===== src/rtl/periph_clkgen.sv =====
module periph_clkgen #(
  parameter int REG_W  = 32,
  parameter int DIV_W  = 6,
  parameter int SRC_N  = 3,
  parameter bit HAS_B  = 1'b1
) (
  input  logic             clk,
  input  logic             rst_n,
  input  logic [SRC_N-1:0] src_tick,
  input  logic             wr_en,
  input  logic [REG_W-1:0] wr_data,
  output logic [REG_W-1:0] rd_data,
  output logic             tick_a,
  output logic             tick_b
);
  localparam int GA_BIT  = 0;
  localparam int GB_BIT  = 1;
  localparam int SEL_LSB = 4;
  localparam int SEL_W   = 2;
  localparam int DIV_LSB = 8;
  localparam logic [DIV_W-1:0] DIV_ONE = DIV_W'(1);

  logic             gate_a_q;
  logic             gate_b_q;
  logic [SEL_W-1:0] sel_q;
  logic [DIV_W-1:0] div_q;
  logic [DIV_W-1:0] cnt_q;
  logic             tick_a_q;

  wire [SEL_W-1:0] sel_new = wr_data[SEL_LSB +: SEL_W];
  wire [DIV_W-1:0] div_new = wr_data[DIV_LSB +: DIV_W];

  wire src_pick = (sel_q == 2'd3) ? src_tick[2] :
                  (sel_q == 2'd2) ? src_tick[1] : src_tick[0];

  wire [DIV_W-1:0] last_cnt = (div_q == '0) ? '0 : div_q - DIV_ONE;
  wire             at_last  = (cnt_q == last_cnt);
  wire             restart  = wr_en && ((sel_new != sel_q) || (div_new != div_q));
  wire             fire     = src_pick && at_last;

  always_ff @(posedge clk) begin
    if (!rst_n) begin
      gate_a_q <= 1'b0;
      sel_q    <= '0;
      div_q    <= DIV_ONE;
    end else if (wr_en) begin
      gate_a_q <= wr_data[GA_BIT];
      sel_q    <= sel_new;
      div_q    <= div_new;
    end
  end

  always_ff @(posedge clk) begin
    if (!rst_n)          cnt_q <= '0;
    else if (restart)    cnt_q <= '0;
    else if (src_pick)   cnt_q <= at_last ? '0 : cnt_q + DIV_ONE;
  end

  always_ff @(posedge clk) begin
    if (!rst_n) tick_a_q <= 1'b0;
    else        tick_a_q <= fire && gate_a_q;
  end

  generate
    if (HAS_B) begin : g_gate_b
      logic tick_b_q;
      always_ff @(posedge clk) begin
        if (!rst_n)     gate_b_q <= 1'b0;
        else if (wr_en) gate_b_q <= wr_data[GB_BIT];
      end
      always_ff @(posedge clk) begin
        if (!rst_n) tick_b_q <= 1'b0;
        else        tick_b_q <= fire && gate_b_q;
      end
      assign tick_b = tick_b_q;
    end else begin : g_no_gate_b
      assign gate_b_q = 1'b0;
      assign tick_b   = 1'b0;
    end
  endgenerate

  assign tick_a = tick_a_q;

  always_comb begin
    rd_data                          = '0;
    rd_data[GA_BIT]                  = gate_a_q;
    rd_data[GB_BIT]                  = gate_b_q;
    rd_data[SEL_LSB +: SEL_W]        = sel_q;
    rd_data[DIV_LSB +: DIV_W]        = div_q;
  end
endmodule


===== config.mk =====
export PLATFORM = sky130hd
export DESIGN_NAME = periph_clkgen
export DESIGN_NICKNAME = d
export VERILOG_FILES = /design/src/rtl/periph_clkgen.sv
export SDC_FILE = /design/constraint.sdc
export NUM_CORES = 1
export LEC_CHECK = 0
export BUFFER_PORTS_ARGS = -buffer_cell sky130_fd_sc_hd__buf_2
export CORE_MARGIN = 2
export CORE_UTILIZATION = 44
export DETAILED_ROUTE_END_ITERATION = 10
export HOLD_SLACK_MARGIN = 0.03
export PLACE_DENSITY = 0.82
export SYNTH_ARGS = -nofsm -noshare
export SYNTH_HDL_FRONTEND = slang
export SYNTH_SLANG_ARGS = --single-unit

===== constraint.sdc =====
create_clock -name clk -period 2.36 [get_ports clk]
set_input_delay 0.118 -clock clk [delete_from_list [all_inputs] [get_ports clk]]
set_output_delay 0.118 -clock clk [all_outputs]
set_load 0.01 [all_outputs]

=== Word-level counts from Yosys, hierarchy flattened ===
Index checks and enable logic that the tools add are counted.

* Equal/unequal tests: 5
* Add/sub/neg operators: 2
* Bitwise gates (word level): 1
* Muxes and demuxes: 4
* Reduce and logical (&&, ||, !) cells: 7

{| class="wikitable"
|+ Operators with widths
! cell !! count
|-
| $mux 6 || 2
|-
| $add 6x1->6 const B || 1
|-
| $eq 6x6->1 || 1
|-
| $logic_not 6->1 || 1
|-
| $ne 6x6->1 || 1
|-
| $sub 6x1->6 const B || 1
|-
| $eq 2x2->1 const B || 2
|-
| $logic_and 1x1->1 || 4
|-
| $mux 1 || 2
|-
| $ne 2x2->1 || 1
|-
| $reduce_or 2->1 || 1
|-
| $logic_or 1x1->1 || 1
|-
| $not 1->1 || 1
|}

* Output and inout bits: 34
* Bits of input ports: 38
* Register bits: 18
* Logic and storage cells: 26

=== Logic depth before layout (Yosys ltp) ===
Gate-level depths: netlist of the first run.

* Depth after elaboration: 5
* Mapped depth: 8
* Depth with buffers taken out: 8

=== Worst setup path before layout of the first run ===
No wires, ideal clock.

* Kind: reg2reg
* Start point: register div_q[0]
* End point: register tick_a_q (netlist: tick_a)
* Clock period less this slack: 2.050 ns
* Stages on the path, launching flop included: 9
* Arrival time: 1.989 ns
* Path buffers: 0
* Setup time: 0.060 ns
* Required time: 2.300 ns
* Setup slack: 0.310 ns
* Cell sequence: dfxtp_1 > inv_1 > ha_1 > nor3b_4 > and2_1 > or3_1 > o2111ai_2 > nor4_4 > and3_1

* Longest elaborated chain between the ends: 5
* Elaborated cells on any way between the ends: 6
* Classes of those cells: add/sub (1); eq/ne (1); mux (1); reduce/logical (3)

{| class="wikitable"
|+ RTL lines
! element !! RTL line !! source
|-
| start: declaration || 26 || <nowiki>logic [DIV_W-1:0] div_q;</nowiki>
|-
| start signal: assignment || 49 || <nowiki>div_q <= div_new;</nowiki>
|-
| $sub 6x1->6 / $logic_not 6->1 (equally long branches) || 36 || <nowiki>wire [DIV_W-1:0] last_cnt = (div_q == '0) ? '0 : div_q - DIV_ONE;</nowiki>
|-
| $mux 6 * || 36 ||
|-
| $eq 6x6->1 * || 37 || <nowiki>wire at_last = (cnt_q == last_cnt);</nowiki>
|-
| $logic_and 1x1->1 * || 39 || <nowiki>wire fire = src_pick && at_last;</nowiki>
|-
| $logic_and 1x1->1 * || 61 || <nowiki>else tick_a_q <= fire && gate_a_q;</nowiki>
|-
| end signal: assignment || 61 ||
|-
| end: declaration || 28 || <nowiki>logic tick_a_q;</nowiki>
|}

Mark *: on every way between the ends. The rest lies on a longest branch, timed or not.
A chain may end at the register's enable or synchronous reset.

=== Final worst setup path of the first run ===
Same ends and word-level chain as after synthesis.

==> flow_summary_export.csv, run 1 <==
group,metric,value,unit
drt,firstDrtPassIters,4,
critical_path,worst_setup_path_end_kind,"register",
timing,rsz0062_at_grt,"false",
synth,synth-seq-area-share,0.277,
synth,ys_ff_latch,18,
timing,final-setup-viol-count,0,
grt,antenna_found_initial,0,
power_and_ir_drop,power,706,uW
die,start_util,0.468,
synth,synthAdderAreaFrac,0.0192,
timing,slew_violations,0,
clock_network,clk_pin_slew,0.10,ns
synth,netlist_area,1300,um^2
flow_run,cap_violations,0,
power_and_ir_drop,irDropWorstVdd,0.432,mV
timing,finalCritPeriodShare,0.929,
synth,synth.area.mux_share,0.0846,
critical_path,crit_path_max_fanout,8,
drt,drtAntennaViolNets,0,
clock_network,cts_tree,"done",
clock_network,numCtsBuffers,3,
clock_network,clock_path_buffers,2,
grt,grt_pass1_wl,3.80,mm
grt,track_usage,0.142,
synth,netlist_instances,147,
placed_design,place_congestion,0.794,
synth,ys_warn_count,0,
layout,fin_nets,214,
die,num_io_pins,72,
timing,final.setup.tns,0,ns
synth,ys_top_cells_by_area,"dfxtp_1, buf_4, xnor2_1",
layout,n_antenna_cell,0,
synth,synth_xor_xnor_area_share,0.114,
drt,wl,2.32,mm
power_and_ir_drop,p_leak,0.619,nW
hold_path,hold_path_class,"in -> reg",
clock_network,cts.repair.resized,0,
placed_design,portBuffers,27,
drt,route.detailed.drc,0,
layout,mostFrequentLayoutCells,"buf_2, conb_1, dfxtp_1",
synth,synth_cell_types,37,
clock_network,htreeDepth,1,
clock_network,ctsRootBufferMaster,"clkbuf_4",
grt,grt_overflow,0,
drt,avgRoutedWirePerCell,11.4,um
clock_network,cts_sinks,18,
layout,mostFrequentLayoutCell,"buf_2",
grt,grt_pass1_vias,861,
outcome,run_status,"completed",
drt,vias,1026,
critical_path,cp_data_required_time,2.61,ns
layout,synthToLayoutAreaGrowth,8.17,%
layout,drive_gt1_frac,0.243,
timing,hold_violations,0,
clock_network,hold_buffers,0,
critical_path,worstPathArrival,2.44,ns
drt,vias_per_cell,5.03,
die,dieHeight,58.4,um
synth,synth_area_per_cell,8.85,um^2
synth,synth_compound_area_frac,0.0981,
drt,drt_iter0_drc,32,
die,dieArea,3410,um^2
grt,grt_max_degree,14,
clock_network,clk_latency,0.30,ns
synth,synth_top_area_cell,"dfxtp_1",
synth,synth_top_family_by_area,"simple AND/OR/NAND/NOR gates",
die,core-area,2780,um^2
critical_path,crit_path_start_kind,"register",
timing,skew,0.00401,ns
die,rows,19,
die,die_w,58.4,um
timing,max_freq,456,MHz
power_and_ir_drop,p_per_area,501,nW/um^2
synth,synth_simple_gate_area_frac,0.220,
synth,synth_top_area_share,0.277,
timing,post-route-min-period,2.19,ns
critical_path,worstSetupPathType,"reg -> reg",
placed_design,hpwl,1.83,mm
==> per-layer routing <==
| layer | global-route usage | routed length, um | share of wire | vias up |
|---|---|---|---|---|
| met1 | 0.191 | 1100 | 0.47 | 470 |
| met3 | 0.0330 | 171 | 0.074 | 3 |
| met5 | 0 | 0 | 0 | - |
| met4 | 0.0399 | 21 | 0.0091 | 0 |
| met2 | 0.226 | 1030 | 0.44 | 40 |
| li1 | - | - | - | 513 |
==> critical path: stages (launching register included) <==
cell and delay, ns:
dfxtp_1 0.33, inv_1 0.11, ha_1 0.25, nor3b_4 0.32, buf_4 0.17, xnor2_1 0.06
a21oi_2 0.14, o2111ai_2 0.16, nor4_4 0.27, buf_4 0.19, and3_1 0.15
==> flip-flops by register name, summed over array words and instances, names as in the netlist <==
name      cells
cnt_q         6
div_q         6
sel_q         2
gate_a_q      1
gate_b_q      1
tick_a        1
tick_b        1
==> cell usage after synthesis <==
library cell / number
nand3b_1: 2
nor4b_1: 1
nand2_1: 6
a21oi_4: 1
a22o_1: 1
o21ai_0: 1
or3_1: 2
nand4_1: 5
clkbuf_1: 1
nor3_1: 7
nor3_2: 1
a31oi_1: 1
ha_1: 2
a21oi_1: 3
xnor2_1: 14
nor4_4: 1
a21oi_2: 1
o22ai_1: 2
o2111ai_2: 1
and2_1: 1
nand3_1: 3
xor2_1: 3
mux2i_1: 11
conb_1: 1
and3_1: 3
o311a_1: 1
dfxtp_1: 18
buf_6: 1
buf_2: 2
buf_1: 2
o211ai_1: 2
a22oi_1: 2
nor2b_1: 9
buf_4: 25
nor2_1: 4
nor3b_4: 1
inv_1: 5
==> kinds of logic (layout without fill, tap and decap cells) <==
group                    Yosys count  after routing
AO/OA/AOI/OAI                     16             16
XOR/XNOR                          17             17
adder cells (fa/ha/maj)            2              2
buffers and inverters             36             41
flip-flops                        18             18
multiplexers                      11             11
other                              1             22
AND/OR/NAND/NOR                   46             46
==> path summary, 6_finish.rpt <==
kind,depth (start not counted),start,to,slack [ns]
min reg2reg,1,gate_b_q,tick_b,0.50
max,10,div_q[0],tick_a,0.17
max reg2reg,10,div_q[0],tick_a,0.17
min,3,wr_data[8],div_q[0],0.06
==> power by group <==
group          internal, mW  total (mW)  leakage (nW)  switching (mW)
Sequential            0.316       0.335         0.147          0.0189
Combinational        0.0812       0.179         0.451          0.0978
Clock                0.0942       0.192        0.0210          0.0974
Total                 0.492       0.706         0.619           0.214
==> what timing repair did <==
item | in CTS | in global routing
setup endpoints to repair | 0 | 2
hold endpoints to repair | 0 | 0
setup buffers | 0 | 1
==> stage by stage <==
step                 util  instance area, um^2  setup slack [ns]  hold WS [ns]  instances
floorplan               -                 1380             0.310         0.248        168
global placement    0.490                 1360             0.220         0.370        199
detailed placement  0.490                 1360             0.169         0.375        199
CTS                 0.503                 1400             0.139        0.0534        203
global route        0.506                 1410           0.00736        0.0633        204
finish              0.506                 1410             0.167        0.0603        204
==> layout make-up <==
class | count | area (um^2)
Sequential cell | 18 | 360
Multi-Input combinational cell | 114 | 781
Tap cell | 31 | 38.8
Timing Repair Buffer | 32 | 173
Fill cell | 267 | 1370
Clock buffer | 4 | 36.3
Inverter | 5 | 18.8
No activity file was read; power rests on OpenSTA's default activity.
==> inputs of run 2 (changes only) <==
Settings changed: CORE_UTILIZATION 44 to 45, PLACE_DENSITY 0.82 to 0.84, SKIP_CTS_REPAIR_TIMING set to 1, SLEW_MARGIN set to 20.
Clock period 2.36 ns to 2.6 ns, I/O delays scaled along.
==> run 2 against run 1 <==
  * Non-clock buffer count down 4
  * Flip-flop and latch count unchanged
  * Combinational power is 15% lower
  * First-iteration DRC count is 41% higher
  * Utilization shrank 0.65 points
  * Routed wire length grew 4.9%
  * Sequential power fell by 8.1%
  * Clock skew rose by 0.0011 ns
  * Sequential share of layout area grew 0.56 points
  * Via count shrank 3.0%
  * Clock-buffer cell count did not move
  * Die area shrank 2.1%
==> flow_summary_export.csv, run 2 (same netlist as run 1, synthesis figures left out) <==
group,metric,value,unit
grt,grt_max_degree,14,
drt,vias_per_cell,4.98,
drt,wl,2.43,mm
layout,mostFrequentLayoutCells,"buf_2, conb_1, dfxtp_1",
clock_network,htreeDepth,1,
placed_design,place_congestion,0.823,
timing,final-setup-viol-count,0,
clock_network,clk_pin_slew,0.11,ns
drt,drtAntennaViolNets,0,
critical_path,crit_path_start_kind,"register",
die,num_io_pins,72,
critical_path,reg2reg_slack,0.23,ns
critical_path,worstSetupPathType,"reg -> reg",
placed_design,hpwl,1.83,mm
layout,n_antenna_cell,0,
timing,finalCritPeriodShare,0.911,
critical_path,reg2regPathDepth,8,
timing,final.setup.tns,0,ns
placed_design,portBuffers,27,
timing,max_freq,422,MHz
power_and_ir_drop,p_leak,0.599,nW
die,start_util,0.472,
grt,track_usage,0.153,
critical_path,worst_setup_path_end_kind,"register",
power_and_ir_drop,p_per_area,464,nW/um^2
critical_path,r2r-end,"tick_a",
die,rows,19,
critical_path,crit_path_max_fanout,8,
critical_path,critPathSlowestCell,"nor4_4",
hold_path,min_to,"div_q[0]",
timing,skew,0.00508,ns
die,core-area,2760,um^2
drt,vias,995,
hold_path,holdPathStages,3,
critical_path,cpPeakStageDelay,0.50,ns
layout,mostFrequentLayoutCell,"buf_2",
timing,post-route-min-period,2.37,ns
timing,rsz0062_at_grt,"false",
clock_network,clk_latency,0.30,ns
die,dieArea,3340,um^2
flow_run,cap_violations,0,
layout,biggestRegsByFlops,"cnt_q (6), div_q (6), sel_q (2)",
drt,route.detailed.drc,0,
power_and_ir_drop,irDropWorstVdd,0.364,mV
timing,slew_violations,0,
layout,drive_gt1_frac,0.225,
placed_design,placed_cell_area,1340,um^2
drt,drt_iter0_drc,45,
clock_network,ctsRootBufferMaster,"clkbuf_4",
clock_network,clock_path_buffers,2,
layout,fin_nets,210,
timing,hold_violations,0,
die,die_w,57.8,um
hold_path,hold_path_class,"in -> reg",
critical_path,worstReg2RegStart,"div_q[0]",
critical_path,cp_data_required_time,2.85,ns
grt,grt_overflow,0,
grt,grt_pass1_wl,4.02,mm
clock_network,cts_sinks,18,
grt,grt_pass1_vias,892,
die,dieHeight,57.8,um
clock_network,cts_tree,"done",
critical_path,worstPathArrival,2.61,ns
grt,antenna_found_initial,0,
outcome,run_status,"completed",
clock_network,numCtsBuffers,3,
critical_path,crit_chain,"inv_1, ha_1, nor3b_4, and2_1, or3_1, o2111ai_2, nor4_4, and3_1",
drt,firstDrtPassIters,4,
drt,avgRoutedWirePerCell,12.2,um
layout,synthToLayoutAreaGrowth,5.87,%
hold_path,hold_start,"wr_data[8]",
layout,final_area,1380,um^2
## run 2: cell count changes in the layout (fill, tap and decap cells not counted), sizes merged
cell	before	now
buf	32	28
## run 2: where the power goes
group          leakage (nW)  internal, mW  switching (mW)
Combinational         0.431        0.0673          0.0853
Clock                0.0210        0.0854          0.0925
Sequential            0.147         0.287          0.0209
Total                 0.599         0.440           0.199
## run 2: how the worst max path moves through the flow
stage / depth (start not counted) / startpoint / slack [ns] / endpoint
6_report: 8 / div_q[0] / 0.23 / tick_a
3_5_place_dp: 8 / div_q[0] / 0.27 / tick_b
2_1_floorplan: 8 / div_q[0] / 0.55 / tick_a
4_1_cts: 8 / div_q[0] / 0.24 / tick_b
3_3_place_gp: 8 / div_q[0] / 0.29 / tick_a
5_1_grt: 8 / div_q[0] / 0.07 / tick_a
## run 2: layout make-up
| type | count | area (um^2) |
|---|---|---|
| clock buffers | 4 | 36.3 |
| fillers | 273 | 1380 |
| inverters | 5 | 18.8 |
| multi-input cells | 114 | 781 |
| flip-flops and latches | 18 | 360 |
| well taps | 31 | 38.8 |
| repair buffers | 28 | 143 |
## run 2: per-stage QoR
step / setup WS, ns / utilization / power, mW / std cells / hold WS, ns
floorplan: 0.550 / - / 0.453 / 168 / 0.260
global placement: 0.293 / 0.486 / 0.462 / 196 / 0.381
detailed placement: 0.269 / 0.486 / 0.465 / 196 / 0.392
CTS: 0.238 / 0.500 / 0.636 / 200 / 0.0824
global route: 0.0733 / 0.500 / 0.670 / 200 / 0.0780
finish: 0.232 / 0.500 / 0.639 / 200 / 0.0745
## run 2: worst max-delay path: cells and delay by family (launching register included)
kind,cells,cell delay [ns]
buf+inv,1,0.13
fa+ha+maj,1,0.25
flops,1,0.38
simple gates,5,1.42
compound gates,1,0.14
## run 2: layer usage
layer,vias to the layer above,global-route usage,routed length (um),part of all wire
met5,-,0,0,0
met4,0,0.0399,15,0.0062
met3,2,0.0335,134,0.055
met2,36,0.245,1070,0.44
met1,454,0.207,1210,0.50
li1,503,-,-,-
